## config.mk

```make
export PLATFORM = sky130hd
export DESIGN_NAME = bload_unit
export DESIGN_NICKNAME = d
export VERILOG_FILES = /design/src/rtl/bload_pkg.sv /design/src/rtl/bload_decode.sv /design/src/rtl/bload_fault.sv /design/src/rtl/bload_lane.sv /design/src/rtl/bload_unit.sv
export SDC_FILE = /design/constraint.sdc
export NUM_CORES = 1
export LEC_CHECK = 0
export ABC_AREA = 0
export BUFFER_PORTS_ARGS = -buffer_cell sky130_fd_sc_hd__buf_4
export CAP_MARGIN = 0
export CORE_UTILIZATION = 38
export DETAILED_ROUTE_END_ITERATION = 16
export GPL_ROUTABILITY_DRIVEN = 0
export PLACE_DENSITY = 0.81
export SETUP_SLACK_MARGIN = 0.02
export SLEW_MARGIN = 40
export SYNTH_ARGS = -nofsm -noshare
export SYNTH_HDL_FRONTEND = slang
export SYNTH_SLANG_ARGS = --single-unit
```

## constraint.sdc

```tcl
create_clock -name clk -period 2.9 [get_ports clk]
set_input_delay 0.58 -clock clk [delete_from_list [all_inputs] [get_ports clk]]
set_output_delay 0.58 -clock clk [all_outputs]
set_load 0.05 [all_outputs]
```

## src/rtl/bload_pkg.sv

```systemverilog
package bload_pkg;
  localparam int XLEN     = 32;
  localparam int BYTE_W   = 8;
  localparam int BYTES    = XLEN / BYTE_W;
  localparam int OFF_W    = $clog2(BYTES);
  localparam int RIDX_W   = 5;
  localparam int CODE_W   = 5;

  localparam logic [5:0]        OPC_LOAD_BYTE = 6'b110000;
  localparam logic [CODE_W-1:0] CODE_NONE     = 5'b00000;
  localparam logic [CODE_W-1:0] CODE_DSTORE   = 5'b10000;
  localparam logic [CODE_W-1:0] CODE_DXLAT    = 5'b10010;
  localparam logic [OFF_W-1:0]  LANE_TOP      = OFF_W'(BYTES - 1);

  typedef struct packed {
    logic              legal;
    logic              rev;
    logic [RIDX_W-1:0] rd;
    logic [RIDX_W-1:0] ra;
    logic [RIDX_W-1:0] rb;
  } dec_t;

  typedef struct packed {
    logic              valid;
    logic [CODE_W-1:0] code;
    logic              diz;
    logic              um;
    logic              vm;
    logic              ums;
    logic              vms;
  } exc_t;

  function automatic logic [XLEN-1:0] ea_sum(input logic [XLEN-1:0] a,
                                             input logic [XLEN-1:0] b);
    return a + b;
  endfunction

  // Offset after optional reversal, then mapped to a physical lane
  // (lane k = bits [8k+7:8k]).
  function automatic logic [OFF_W-1:0] lane_index(input logic [OFF_W-1:0] off,
                                                  input logic flip,
                                                  input logic big);
    logic [OFF_W-1:0] o;
    o = off ^ {OFF_W{flip}};
    return big ? (LANE_TOP - o) : o;
  endfunction
endpackage

```

## src/rtl/bload_decode.sv

```systemverilog
module bload_decode
  import bload_pkg::*;
(
  input  logic [XLEN-1:0] instr,
  output dec_t            dec
);
  logic opc_hit;
  logic pad_zero;

  assign opc_hit  = (instr[31:26] == OPC_LOAD_BYTE);
  assign pad_zero = (instr[10] == 1'b0) && (instr[8:0] == 9'd0);

  always_comb begin
    dec.legal = opc_hit && pad_zero;
    dec.rev   = instr[9];
    dec.rd    = instr[25:21];
    dec.ra    = instr[20:16];
    dec.rb    = instr[15:11];
  end
endmodule

```

## src/rtl/bload_fault.sv

```systemverilog
module bload_fault
  import bload_pkg::*;
(
  input  logic clk,
  input  logic rst_n,
  input  logic go,
  input  logic um,
  input  logic vm,
  input  logic miss,
  input  logic prot,
  output logic fault,
  output exc_t exc
);
  logic miss_hit;
  logic prot_hit;

  assign miss_hit = go && vm && miss;
  assign prot_hit = go && !miss_hit && um && vm && prot;
  assign fault    = miss_hit || prot_hit;

  always_comb begin
    exc.valid = fault;
    exc.code  = miss_hit ? CODE_DXLAT : (prot_hit ? CODE_DSTORE : CODE_NONE);
    exc.diz   = prot_hit;
    exc.um    = 1'b0;
    exc.vm    = 1'b0;
    exc.ums   = fault && um;
    exc.vms   = fault && vm;
  end

  // a translation miss always wins over a protection hit
  p_xlat_first_r7: assert property (@(posedge clk) disable iff (!rst_n)
    (go && vm && miss) |-> (exc.code == CODE_DXLAT) && !exc.diz);

  // the zone flag is only set for user accesses in virtual mode
  p_diz_user_r6: assert property (@(posedge clk) disable iff (!rst_n)
    exc.diz |-> (um && vm && prot));
endmodule

```

## src/rtl/bload_lane.sv

```systemverilog
module bload_lane
  import bload_pkg::*;
#(
  parameter bit REORDER_EN = 1'b1,
  parameter bit BIG_ENDIAN = 1'b1
) (
  input  logic [XLEN-1:0]  word,
  input  logic [OFF_W-1:0] off,
  input  logic             rev,
  output logic [XLEN-1:0]  value
);
  logic [BYTE_W-1:0] lanes [BYTES];
  logic [OFF_W-1:0]  sel;
  logic              flip;

  for (genvar i = 0; i < BYTES; i++) begin : g_lane
    assign lanes[i] = word[BYTE_W*i +: BYTE_W];
  end

  if (REORDER_EN) begin : g_reorder
    assign flip = rev;
  end else begin : g_fixed
    assign flip = 1'b0;
  end

  assign sel   = lane_index(off, flip, BIG_ENDIAN);
  assign value = {{(XLEN-BYTE_W){1'b0}}, lanes[sel]};
endmodule

```

## src/rtl/bload_unit.sv

```systemverilog
module bload_unit
  import bload_pkg::*;
#(
  parameter bit AREA_OPT   = 1'b0,
  parameter bit REORDER_EN = 1'b1,
  parameter bit BIG_ENDIAN = 1'b1
) (
  input  logic              clk,
  input  logic              rst_n,
  input  logic              issue_valid,
  input  logic [XLEN-1:0]   instr,
  input  logic [XLEN-1:0]   opnd_a,
  input  logic [XLEN-1:0]   opnd_b,
  input  logic              cur_um,
  input  logic              cur_vm,
  input  logic              xlat_miss,
  input  logic              prot_viol,
  output logic              busy,
  output logic [RIDX_W-1:0] src_a_idx,
  output logic [RIDX_W-1:0] src_b_idx,
  output logic              mem_rd_en,
  output logic [XLEN-1:0]   mem_addr,
  input  logic [XLEN-1:0]   mem_rdata,
  output logic              rd_we,
  output logic [RIDX_W-1:0] rd_idx,
  output logic [XLEN-1:0]   rd_data,
  output logic              exc_valid,
  output logic [CODE_W-1:0] exc_code,
  output logic              exc_diz_set,
  output logic              msr_um_nx,
  output logic              msr_vm_nx,
  output logic              msr_ums_nx,
  output logic              msr_vms_nx
);
  dec_t              dec;
  logic              acc;
  logic [XLEN-1:0]   ea_now;
  logic              st_valid;
  logic              st_rev;
  logic [RIDX_W-1:0] st_rd;
  logic [XLEN-1:0]   st_ea;
  logic              st_um;
  logic              st_vm;
  logic              st_miss;
  logic              st_prot;
  logic              fault;
  logic              load_ok;
  exc_t              exc;
  logic [XLEN-1:0]   lane_val;

  bload_decode u_dec (
    .instr (instr),
    .dec   (dec)
  );

  assign src_a_idx = dec.ra;
  assign src_b_idx = dec.rb;
  assign ea_now    = ea_sum(opnd_a, opnd_b);

  if (AREA_OPT) begin : g_two_cycle
    assign acc  = issue_valid && dec.legal && !st_valid;
    assign busy = st_valid;

    always_ff @(posedge clk or negedge rst_n) begin
      if (!rst_n) begin
        st_valid <= 1'b0;
        st_rev   <= 1'b0;
        st_rd    <= '0;
        st_ea    <= '0;
        st_um    <= 1'b0;
        st_vm    <= 1'b0;
        st_miss  <= 1'b0;
        st_prot  <= 1'b0;
      end else begin
        st_valid <= acc;
        if (acc) begin
          st_rev  <= dec.rev;
          st_rd   <= dec.rd;
          st_ea   <= ea_now;
          st_um   <= cur_um;
          st_vm   <= cur_vm;
          st_miss <= xlat_miss;
          st_prot <= prot_viol;
        end
      end
    end

    // the stall lasts exactly one cycle per accepted load
    p_busy_single_r11: assert property (@(posedge clk) disable iff (!rst_n)
      busy |=> !busy);
    // acceptance is followed by the stall cycle
    p_accept_stalls_r11: assert property (@(posedge clk) disable iff (!rst_n)
      (issue_valid && dec.legal && !busy) |=> busy);
  end else begin : g_one_cycle
    assign acc      = issue_valid && dec.legal;
    assign busy     = 1'b0;
    assign st_valid = acc;
    assign st_rev   = dec.rev;
    assign st_rd    = dec.rd;
    assign st_ea    = ea_now;
    assign st_um    = cur_um;
    assign st_vm    = cur_vm;
    assign st_miss  = xlat_miss;
    assign st_prot  = prot_viol;
  end

  bload_fault u_fault (
    .clk   (clk),
    .rst_n (rst_n),
    .go    (st_valid),
    .um    (st_um),
    .vm    (st_vm),
    .miss  (st_miss),
    .prot  (st_prot),
    .fault (fault),
    .exc   (exc)
  );

  assign load_ok   = st_valid && !fault;
  assign mem_rd_en = load_ok;
  assign mem_addr  = st_ea;

  bload_lane #(
    .REORDER_EN (REORDER_EN),
    .BIG_ENDIAN (BIG_ENDIAN)
  ) u_lane (
    .word  (mem_rdata),
    .off   (st_ea[OFF_W-1:0]),
    .rev   (st_rev),
    .value (lane_val)
  );

  always_ff @(posedge clk or negedge rst_n) begin
    if (!rst_n) begin
      rd_we       <= 1'b0;
      rd_idx      <= '0;
      rd_data     <= '0;
      exc_valid   <= 1'b0;
      exc_code    <= CODE_NONE;
      exc_diz_set <= 1'b0;
      msr_um_nx   <= 1'b0;
      msr_vm_nx   <= 1'b0;
      msr_ums_nx  <= 1'b0;
      msr_vms_nx  <= 1'b0;
    end else begin
      rd_we       <= load_ok;
      rd_idx      <= load_ok ? st_rd : '0;
      rd_data     <= load_ok ? lane_val : '0;
      exc_valid   <= exc.valid;
      exc_code    <= exc.code;
      exc_diz_set <= exc.diz;
      msr_um_nx   <= exc.um;
      msr_vm_nx   <= exc.vm;
      msr_ums_nx  <= exc.ums;
      msr_vms_nx  <= exc.vms;
    end
  end

  // a load either writes the register or reports a fault, never both
  p_one_outcome_r9: assert property (@(posedge clk) disable iff (!rst_n)
    !(rd_we && exc_valid));
  // a fault in the final stage suppresses the write on the next edge
  p_fault_blocks_write_r9: assert property (@(posedge clk) disable iff (!rst_n)
    (st_valid && fault) |=> (exc_valid && !rd_we));
  // only the low byte of the written value may be nonzero
  p_zero_extend_r3: assert property (@(posedge clk) disable iff (!rst_n)
    rd_we |-> (rd_data[XLEN-1:BYTE_W] == '0));
  // a clean final stage writes its destination one edge later
  p_write_follows_r10: assert property (@(posedge clk) disable iff (!rst_n)
    (st_valid && !fault) |=> (rd_we && (rd_idx == $past(st_rd))));
  // the live mode bits come out cleared with every fault
  p_modes_cleared_r8: assert property (@(posedge clk) disable iff (!rst_n)
    exc_valid |-> (!msr_um_nx && !msr_vm_nx));
endmodule

```

==> results of run 1 <==
## metal layers
layer / vias up / GRT usage / wire length, µm
met2: 208 / 0.509 / 6530
met4: 0 / 0.128 / 433
met3: 42 / 0.0519 / 808
met1: 1744 / 0.292 / 4390
li1: 1729 / - / -
met5: - / 0 / 0
## cell type report
cell class | instances | area share
timing repair buffer | 288 | 0.385
clock inverter | 1 | 0.00122
multi-input combinational | 299 | 0.503
tap | 102 | 0.0207
inverter | 10 | 0.00610
sequential | 19 | 0.0773
clock buffer | 3 | 0.00671
## registers in the layout, indices dropped and copies added, names as in the netlist
| name | count |
|---|---|
| exc_diz_set | 1 |
| rd_we | 1 |
| msr_vms_nx | 1 |
| rd_data | 8 |
| exc_code | 2 |
| msr_ums_nx | 1 |
| rd_idx | 5 |
## path summary, 6_finish.rpt
path | start | to | slack, ns | depth (start not counted)
worst max-delay path | opnd_a[6] | mem_addr[27] | -0.33 | 12
worst min-delay path | rst_n | rd_idx[3]$_DFF_PN0_ | 0.17 | 1
max in group asynchronous | rst_n | msr_ums_nx$_DFF_PN0_ | 2.53 | 1
min in group clk | xlat_miss | exc_diz_set$_DFF_PN0_ | 0.50 | 2
## per-stage QoR
| step | worst slack [ns] | utilization |
|---|---|---|
| after floorplan | -0.250 | - |
| after global placement | -0.401 | 0.689 |
| after detailed placement | -0.421 | 0.689 |
| after CTS | -0.239 | 0.767 |
| after global routing | -0.359 | 0.796 |
| final | -0.330 | 0.796 |
## power groups by stage
stage / Clock, mW / Combinational, mW / Sequential [mW]
final: 0.187 / 1.85 / 0.265
after global routing: 0.204 / 1.94 / 0.265
after CTS: 0.193 / 1.75 / 0.265
after detailed placement: 0 / 1.57 / 0.270
after global placement: 0 / 1.54 / 0.270
after floorplan: 0 / 1.08 / 0.270
## Yosys cell counts, types with 2 or more instances
cell type	count	share of area
a21o_1	4	0.0099
xnor2_1	19	0.055
nand3_1	4	0.0066
xor2_1	13	0.037
dfrtp_1	19	0.16
nor3_1	9	0.015
buf_4	44	0.11
a21oi_1	32	0.053
nor2b_1	5	0.010
mux4_1	7	0.060
a21oi_2	3	0.0086
ha_1	31	0.13
o21ai_0	18	0.030
o21a_1	3	0.0074
o21bai_1	6	0.015
nor3_2	2	0.0066
inv_1	10	0.012
nand4_1	7	0.014
o21ai_1	4	0.0066
buf_6	2	0.0074
o31ai_2	5	0.021
a31oi_1	2	0.0041
a221oi_2	2	0.0099
nor2_1	22	0.027
nor4_1	3	0.0062
nand2_1	27	0.033
a211oi_1	2	0.0049
and2_1	14	0.029
o211ai_1	4	0.0099
## cells by family (layout without fill, tap and decap cells)
kind of cell,after synthesis,after routing,share of synthesized area
multiplexers,9,9,0.0712
AND/OR/NAND/NOR,102,102,0.184
XOR/XNOR,32,32,0.0921
buffers and inverters,61,302,0.140
adder cells (fa/ha/maj),32,32,0.134
other,1,30,0.00123
flip-flops,19,19,0.156
AO/OA/AOI/OAI,94,94,0.221
## timing repair
item / CTS / global route
resized for setup: 85 / 38
endpoints found under the setup margin: 21 / 24
hold buffers: 0 / 0
buffers inserted: 15 / 18
pin swaps: 40 / 31
endpoints found under the hold margin: 0 / 0
==> insert_results.sql, run 1 <==
INSERT INTO impl_metrics (metric_group, metric, value, unit) VALUES
('cts', 'clock_path_buffers', '2', ''),
('layout', 'final_cell_mix', 'buf_4 (238), buf_6 (47), conb_1 (30)', ''),
('timing', 'grt_setup_unrepaired', 'true', ''),
('layout', 'fillerInstances', '454', ''),
('grt', 'first_global_vias', '3848', ''),
('layout', 'layout.cells.most_common', 'buf_4', ''),
('pwr', 'swShare', '0.483', ''),
('grt', 'grt_max_degree', '20', ''),
('timing', 'post-route-min-period', '3.23', 'ns'),
('setup_path', 'worstSetupStartpointType', 'input pin', ''),
('logic_synthesis', 'yosys_warnings', '0', ''),
('setup_path', 'timing.critical_path.to_type', 'output pin', ''),
('grt', 'grt-ovfl-total', '0', ''),
('setup_path', 'critical-path-slowest-cell', 'ha_1', ''),
('layout', 'area.growth.synth_to_final', '102', '%'),
('outcome', 'run_status', 'finished with violations', ''),
('timing', 'whs', '0.170', 'ns'),
('pwr', 'power.switching', '1.11', 'mW'),
('cts', 'cts.sink_count', '19', ''),
('placement', 'place.port_buffers', '177', ''),
('grt', 'gr-usage-all-layers', '0.273', ''),
('pwr', 'internal_power', '1.19', 'mW'),
('worst_hold_path', 'holdCritPathClass', 'in -> async', ''),
('pwr', 'leak_pwr', '2.90', 'nW'),
('pwr', 'worst_ir_drop_vdd', '254', 'µV'),
('cts', 'tritoncts', 'done', ''),
('pwr', 'cellPowerDensity', '374', 'mW/mm²'),
('timing', 'finalSetupTns', '-3.33', 'ns'),
('logic_synthesis', 'synthesis.instances', '350', ''),
('timing', 'finalHoldViolations', '0', ''),
('routing', 'total_iterations_of_the_first_detailed_routing_run', '4', ''),
('routing', 'vias', '3723', ''),
('setup_path', 'worstPathBufferInverterCount', '5', ''),
('setup_path', 'timing.critical_path.mode_cell', 'buf_6', ''),
('setup_path', 'crit_arrival', '2.65', 'ns'),
('logic_synthesis', 'synth.ff_latch_count', '19', ''),
('layout', 'multiInputGateArea', '0.00309', 'mm²'),
('logic_synthesis', 'synth_unique_cells', '56', ''),
('layout', 'final_cell_count_no_fill', '722', ''),
('routing', 'route.detailed.drc', '0', ''),
('floorplan', 'die_height', '91.5', 'µm'),
('layout', 'seqCellArea', '475', 'µm²'),
('setup_path', 'crit_required', '2.32', 'ns'),
('cts', 'cts.root.buffer_cell', 'clkbuf_8', ''),
('layout', 'num_antenna_cells', '0', ''),
('setup_path', 'path_class', 'in -> out', ''),
('logic_synthesis', 'postSynth.asyncResetShare', '1.00', ''),
('timing', 'maxSlewViolCount', '0', ''),
('pwr', 'power.clock.fraction', '0.081', ''),
('floorplan', 'floorplan.initialDensity', '0.394', ''),
('placement', 'hpwl_dp', '9020', 'µm'),
('outcome', 'violations', 'setup timing', ''),
('timing', 'post-route-worst-setup-slack', '-0.330', 'ns'),
('floorplan', 'die_area', '0.00837', 'mm²'),
('timing', 'setup_violation_total_in_the_final_timing_report', '20', ''),
('routing', 'routed_wirelength', '12200', 'µm'),
('logic_synthesis', 'syn-mean-instance-area', '8.69', 'µm²'),
('cts', 'clk_transition_reported_paths', '0.07', 'ns'),
('routing', 'average_wire_length_per_cell_after_detail_routing', '16.8', 'µm'),
('routing', 'avgViaCountPerCell', '5.16', ''),
('floorplan', 'die_width', '91.5', 'µm'),
('setup_path', 'ordered_cell_list_for_the_critical_path', 'buf_4 > ha_1 > inv_2 > nor3_4 > o21ai_4 > a22oi_4 > a2111oi_4 > buf_6 > o31ai_4 > buf_6 > xor2_4 > buf_8', ''),
('logic_synthesis', 'mappedNetlistArea', '0.00304', 'mm²'),
('floorplan', 'num_io_pins', '228', ''),
('grt', 'grt_first_pass_wirelength', '18100', 'µm'),
('setup_path', 'cpLargestDelayFamily', 'compound AO/OA/AOI/OAI gates', ''),
('timing', 'worst-slew-pin-transition', '0.490', 'ns'),
('layout', 'design_area', '0.00615', 'mm²'),
('floorplan', 'core_region_area', '0.00773', 'mm²'),
('routing', 'initialDrtViolationCount', '116', ''),
('job', 'cap_viol_max_count', '0', '');
No activity file was read; power rests on OpenSTA's default activity.
==> run 2, diff against run 1 <==
Settings changed: BUFFER_PORTS_ARGS -buffer_cell sky130_fd_sc_hd__buf_4 to -buffer_cell sky130_fd_sc_hd__buf_2, CTS_BUF_LIST from default to sky130_fd_sc_hd__clkbuf_16.
==> run 2 against run 1 <==
  * The flow still finishes with violations (setup timing)
  * Global-route usage fell by 0.41 points
  * First-iteration DRC count rose by 22%
  * Clock power rose by 49%
  * Flip-flop and latch count did not move
  * Wire length rose by 2.2%
  * Critical path depth did not move
  * Final area fell by 5.5%
  * Total power rose by 2.3%
  * Setup slack improved by 0.0037 ns
  * Sequential share of layout area rose by 0.45 points
==> insert_results.sql, run 2 (same netlist as run 1, synthesis figures left out) <==
INSERT INTO impl_metrics (metric_group, metric, value, unit) VALUES
('timing', 'timing.final.crit_share', '1.11', ''),
('grt', 'first_global_vias', '3740', ''),
('routing', 'total_iterations_of_the_first_detailed_routing_run', '4', ''),
('timing', 'finalSetupTns', '-3.13', 'ns'),
('grt', 'gr-usage-all-layers', '0.269', ''),
('setup_path', 'timing.critical_path.mode_cell', 'buf_6', ''),
('cts', 'hold_fix_buffer_count_after_cts', '0', ''),
('timing', 'post-route-min-period', '3.23', 'ns'),
('grt', 'grt_max_degree', '20', ''),
('setup_path', 'crit_required', '2.32', 'ns'),
('cts', 'cts_max_level', '1', ''),
('floorplan', 'placement_rows', '32', ''),
('placement', 'place.port_buffers', '177', ''),
('pwr', 'leak_pwr', '2.82', 'nW'),
('cts', 'clk_transition_reported_paths', '0.05', 'ns'),
('setup_path', 'timing.critical_path.to_type', 'output pin', ''),
('layout', 'area.growth.synth_to_final', '91.2', '%'),
('timing', 'worst_slew_margin', '0.658', ''),
('outcome', 'run_status', 'finished with violations', ''),
('grt', 'antenna_violations_before_repair', '0', ''),
('pwr', 'pwr-share-seq', '0.113', ''),
('floorplan', 'floorplan.initialDensity', '0.394', ''),
('layout', 'layout.cells.most_common', 'buf_2', ''),
('setup_path', 'crit_arrival', '2.65', 'ns'),
('layout', 'regs_by_ff_count', 'rd_data: 8 flops, rd_idx: 5 flops, exc_code: 2 flops', ''),
('pwr', 'internal_power', '1.23', 'mW'),
('pwr', 'worst_ir_drop_vdd', '349', 'µV'),
('pwr', 'power.clock.fraction', '0.118', ''),
('floorplan', 'die_height', '91.5', 'µm'),
('grt', 'grt_first_pass_wirelength', '17700', 'µm'),
('routing', 'remaining_number_of_nets_flagged_by_the_antenna_check_after_routing', '0', ''),
('routing', 'vias', '3697', ''),
('timing', 'grt_setup_unrepaired', 'true', ''),
('pwr', 'part_of_the_total_power_dissipated_in_combinational_logic', '0.769', ''),
('routing', 'avgViaCountPerCell', '5.14', ''),
('layout', 'largest_register_ffs', '8', ''),
('setup_path', 'critical-path-slowest-cell', 'fa_2', ''),
('setup_path', 'worstSetupStartpointType', 'input pin', ''),
('floorplan', 'num_io_pins', '228', ''),
('outcome', 'violations', 'setup timing', ''),
('layout', 'final_cell_count_no_fill', '719', ''),
('layout', 'largest-register', 'rd_data', ''),
('cts', 'cts.root.buffer_cell', 'clkbuf_16', ''),
('worst_hold_path', 'holdCritPathClass', 'in -> async', ''),
('layout', 'final_cell_mix', 'buf_2 (142), buf_4 (93), buf_6 (48)', ''),
('routing', 'route.detailed.drc', '0', ''),
('cts', 'cts.sink_count', '19', ''),
('routing', 'average_wire_length_per_cell_after_detail_routing', '17.3', 'µm'),
('cts', 'cts_made_buffers', '3', ''),
('routing', 'initialDrtViolationCount', '141', ''),
('timing', 'setup_violation_total_in_the_final_timing_report', '18', ''),
('layout', 'drive_above_1_share', '0.634', ''),
('placement', 'hpwl_dp', '8880', 'µm'),
('floorplan', 'core_region_area', '0.00773', 'mm²'),
('layout', 'nets', '785', ''),
('pwr', 'power.switching', '1.12', 'mW'),
('job', 'cap_viol_max_count', '0', ''),
('pwr', 'cellPowerDensity', '405', 'mW/mm²'),
('floorplan', 'die_area', '0.00837', 'mm²'),
('cts', 'tritoncts', 'done', ''),
('pwr', 'swShare', '0.477', ''),
('placement', 'place.detailed.instances', '695', ''),
('timing', 'maxSlewViolCount', '0', ''),
('floorplan', 'die_width', '91.5', 'µm'),
('setup_path', 'path_class', 'in -> out', ''),
('setup_path', 'critical_path.startpoint', 'opnd_b[0]', ''),
('setup_path', 'critical-path-max-stage-delay', '0.37', 'ns'),
('timing', 'max_freq', '310', 'MHz'),
('setup_path', 'critical_path.max_fanout', '3', ''),
('layout', 'num_antenna_cells', '0', ''),
('cts', 'clock_path_buffers', '2', ''),
('routing', 'routed_wirelength', '12400', 'µm'),
('setup_path', 'ordered_cell_list_for_the_critical_path', 'buf_6 > ha_4 > fa_2 > a21oi_2 > o211ai_1 > nand3_2 > o211ai_2 > a221oi_4 > buf_12 > o31ai_4 > xnor2_4 > buf_6', ''),
('timing', 'post-route-worst-setup-slack', '-0.326', 'ns'),
('timing', 'worst-slew-pin-transition', '0.510', 'ns'),
('grt', 'grt-ovfl-total', '0', ''),
('timing', 'finalHoldViolations', '0', '');
==> run 2: cell types whose count changed in the layout (fill, tap and decap cells not counted), moves of 3 or more <==
cell	previous run	this run
clkbuf_8	3	0
buf_2	0	142
a21oi_2	13	6
nor3_2	4	1
clkbuf_16	0	3
buf_4	238	93
a21oi_1	18	23
==> run 2: metrics by stage <==
step,setup WS (ns),hold slack [ns],area [µm²],util,total power [mW]
floorplan,-0.250,0.284,3590,-,1.35
global placement,-0.459,0.519,4880,0.632,1.70
detailed placement,-0.531,0.532,4880,0.632,1.73
CTS,-0.272,0.270,5550,0.718,2.22
global route,-0.395,0.291,5810,0.752,2.44
finish,-0.326,0.256,5810,0.752,2.36
==> run 2: repair_timing <==
item	in CTS	in global routing
pin swaps	44	21
setup buffers	15	8
setup endpoints to repair	23	26
resized for setup	106	43
==> run 2: critical path: cells and delay by family <==
family	cells	cell delay (ns)
simple gates	1	0.14
fa+ha+maj	2	0.53
compound gates	5	0.80
buf+inv	3	0.44
xor+xnor	1	0.16
==> run 2: final timing paths <==
kind	endpoint	cells after the start
max in group asynchronous	msr_vms_nx$_DFF_PN0_	1
min in group clk	exc_diz_set$_DFF_PN0_	2
worst max-delay path	mem_addr[24]	12
worst min-delay path	rd_idx[0]$_DFF_PN0_	1
==> run 2: area by class of cell <==
cell class	instances	area (µm²)
Multi-Input combinational cell	299	3100
Timing Repair Buffer	285	1990
Fill cell	533	1910
Sequential cell	19	475
Tap cell	102	128
Clock buffer	3	75.1
Inverter	10	37.5
Clock inverter	1	5.00
==> run 2: power groups by stage <==
stage	Sequential (mW)	Combinational, mW	Clock, mW
2_1_floorplan	0.270	1.08	0
3_3_place_gp	0.270	1.43	0
3_5_place_dp	0.270	1.46	0
4_1_cts	0.265	1.68	0.281
5_1_grt	0.265	1.89	0.291
6_report	0.265	1.81	0.279
==> run 2: metal layers <==
metal | global-route usage | wire [µm] | part of all wire | vias to the layer above
li1 | - | - | - | 1725
met1 | 0.282 | 4340 | 0.35 | 1728
met2 | 0.519 | 6800 | 0.55 | 201
met3 | 0.0427 | 785 | 0.063 | 43
met4 | 0.119 | 497 | 0.040 | 0
met5 | 0 | 0 | 0 | -
==> run 3, diff against run 2 <==
Settings changed: PLACE_DENSITY 0.81 to 0.8.
==> run 3 against run 2 <==
  * The run still ends with setup timing left
  * Non-clock buffer count up 9
  * Total power down 1.1%
  * Sequential power about the same
  * Utilization up 0.45 points
  * Critical path depth unchanged
  * Die area unchanged
  * Cell count up 1.3%
  * Wire length down 3.5%
  * First-iteration DRC count down 12%
  * Highest routed layer unchanged
==> insert_results.sql, run 3 (same netlist as run 1, synthesis figures left out) <==
INSERT INTO impl_metrics (metric_group, metric, value, unit) VALUES
('pwr', 'leak_pwr', '2.85', 'nW'),
('placement', 'placement.cell_area', '0.00497', 'mm²'),
('placement', 'place.port_buffers', '177', ''),
('floorplan', 'placement_rows', '32', ''),
('grt', 'grt_first_pass_wirelength', '17600', 'µm'),
('outcome', 'run_status', 'finished with violations', ''),
('setup_path', 'ordered_cell_list_for_the_critical_path', 'buf_2 > ha_1 > nand2_1 > nor2_2 > buf_4 > nand4_1 > o211ai_2 > a221oi_4 > buf_6 > o31ai_4 > xnor2_4 > buf_6', ''),
('pwr', 'cellPowerDensity', '398', 'mW/mm²'),
('floorplan', 'num_io_pins', '228', ''),
('grt', 'globalRouteMet2Util', '0.507', ''),
('cts', 'tritoncts', 'done', ''),
('floorplan', 'die_width', '91.5', 'µm'),
('grt', 'globalRouteMet1Util', '0.283', ''),
('pwr', 'internal_power', '1.22', 'mW'),
('pwr', 'swShare', '0.475', ''),
('timing', 'finalSetupTns', '-4.13', 'ns'),
('layout', 'largest_register_ffs', '8', ''),
('layout', 'final_cell_mix', 'buf_2 (138), buf_4 (104), buf_6 (48)', ''),
('cts', 'clock_path_buffers', '2', ''),
('grt', 'grt_max_degree', '20', ''),
('timing', 'finalHoldViolations', '0', ''),
('setup_path', 'timing.critical_path.mode_cell', 'buf_6', ''),
('timing', 'post-route-min-period', '3.28', 'ns'),
('pwr', 'part_of_the_total_power_dissipated_in_combinational_logic', '0.767', ''),
('floorplan', 'floorplan.initialDensity', '0.394', ''),
('setup_path', 'critical_path.max_fanout', '4', ''),
('floorplan', 'die_height', '91.5', 'µm'),
('timing', 'grt_setup_unrepaired', 'true', ''),
('timing', 'setup_violation_total_in_the_final_timing_report', '23', ''),
('layout', 'area.growth.synth_to_final', '92.3', '%'),
('cts', 'cts.root.buffer_cell', 'clkbuf_16', ''),
('layout', 'layout.cells.most_common', 'buf_2', ''),
('setup_path', 'timing.critical_path.to_type', 'output pin', ''),
('routing', 'route.detailed.drc', '0', ''),
('layout', 'design_area', '0.00585', 'mm²'),
('layout', 'regs_by_ff_count', 'rd_data: 8 flops, rd_idx: 5 flops, exc_code: 2 flops', ''),
('routing', 'total_iterations_of_the_first_detailed_routing_run', '5', ''),
('grt', 'antenna_violations_before_repair', '0', ''),
('worst_hold_path', 'holdCritPathClass', 'in -> async', ''),
('timing', 'timing.final.crit_share', '1.13', ''),
('timing', 'post-route-worst-setup-slack', '-0.375', 'ns'),
('setup_path', 'worstPathBufferInverterCount', '4', ''),
('grt', 'grt-ovfl-total', '0', ''),
('grt', 'busiest_layer', 'met2', ''),
('floorplan', 'core_region_area', '0.00773', 'mm²'),
('setup_path', 'worstSetupStartpointType', 'input pin', ''),
('setup_path', 'path_class', 'in -> out', ''),
('cts', 'cts_made_buffers', '3', ''),
('setup_path', 'crit_required', '2.32', 'ns'),
('outcome', 'violations', 'setup timing', ''),
('placement', 'hpwl_dp', '8850', 'µm'),
('cts', 'cts_max_level', '1', ''),
('setup_path', 'critical-path-max-stage-delay', '0.34', 'ns'),
('layout', 'nets', '794', ''),
('setup_path', 'cp.depth', '12', ''),
('routing', 'remaining_number_of_nets_flagged_by_the_antenna_check_after_routing', '0', ''),
('setup_path', 'cpLargestDelayFamily', 'buffers and inverters', ''),
('grt', 'gr-usage-all-layers', '0.262', ''),
('routing', 'initialDrtViolationCount', '124', ''),
('floorplan', 'die_area', '0.00837', 'mm²'),
('routing', 'routed_wirelength', '12000', 'µm'),
('setup_path', 'crit_arrival', '2.70', 'ns'),
('layout', 'drive_above_1_share', '0.637', ''),
('routing', 'avgViaCountPerCell', '5.22', ''),
('pwr', 'power.clock.fraction', '0.119', ''),
('cts', 'clk_transition_reported_paths', '0.05', 'ns'),
('job', 'cap_viol_max_count', '0', ''),
('grt', 'grt_util_met3', '0.0486', ''),
('layout', 'num_antenna_cells', '0', ''),
('grt', 'first_global_vias', '3830', ''),
('routing', 'vias', '3800', ''),
('pwr', 'power.switching', '1.11', 'mW'),
('pwr', 'pwr-share-seq', '0.114', ''),
('setup_path', 'critical-path-slowest-cell', 'ha_1', ''),
('cts', 'cts.sink_count', '19', ''),
('pwr', 'worst_ir_drop_vdd', '283', 'µV'),
('timing', 'max_freq', '305', 'MHz'),
('layout', 'largest-register', 'rd_data', ''),
('routing', 'average_wire_length_per_cell_after_detail_routing', '16.5', 'µm'),
('timing', 'maxSlewViolCount', '0', '');
-- run 3: worst max-delay path by stage --
stage / startpoint / slack, ns / end
after floorplan: opnd_a[0] / -0.25 / mem_addr[24]
after global placement: opnd_a[0] / -0.46 / mem_addr[24]
after detailed placement: opnd_a[0] / -0.49 / mem_addr[24]
after CTS: opnd_a[4] / -0.28 / mem_addr[28]
after global routing: opnd_b[13] / -0.45 / mem_addr[28]
final: opnd_b[13] / -0.38 / mem_addr[24]
-- run 3: per-stage QoR --
step | hold WS [ns] | setup WS, ns | cells | total power, mW | util
floorplan | 0.284 | -0.250 | 379 | 1.35 | -
global placement | 0.515 | -0.464 | 707 | 1.72 | 0.644
detailed placement | 0.528 | -0.494 | 707 | 1.75 | 0.644
CTS | 0.266 | -0.277 | 718 | 2.24 | 0.732
global route | 0.287 | -0.451 | 728 | 2.42 | 0.757
finish | 0.252 | -0.375 | 728 | 2.33 | 0.757
-- run 3: power groups by stage --
| stage | sequential [mW] | combinational (mW) | clock [mW] |
|---|---|---|---|
| 2_1_floorplan | 0.270 | 1.08 | 0 |
| 3_3_place_gp | 0.270 | 1.45 | 0 |
| 3_5_place_dp | 0.270 | 1.48 | 0 |
| 4_1_cts | 0.265 | 1.69 | 0.279 |
| 5_1_grt | 0.265 | 1.87 | 0.290 |
| 6_report | 0.265 | 1.79 | 0.276 |
-- run 3: timing repair --
item                                    4_1_cts  5_1_grt
hold buffers                                  0        0
hold endpoints to repair                      0        0
gates resized for setup                     112       40
endpoints found under the setup margin       26       25
pin swaps                                    42       16
buffers inserted                              9       13
-- run 3: routing by layer --
layer  part of all wire  vias to the layer above
li1                   -                     1747
met1               0.35                     1803
met2               0.54                      206
met3              0.071                       44
met4              0.042                        0
met5                  0                        -
-- run 3: area by class of cell --
class / count / area, µm²
multi-input cells: 299 / 3060
repair buffers: 294 / 2070
fillers: 488 / 1880
flip-flops and latches: 19 / 475
well taps: 102 / 128
clock buffers: 3 / 75.1
inverters: 10 / 41.3
clock inverters: 1 / 3.75
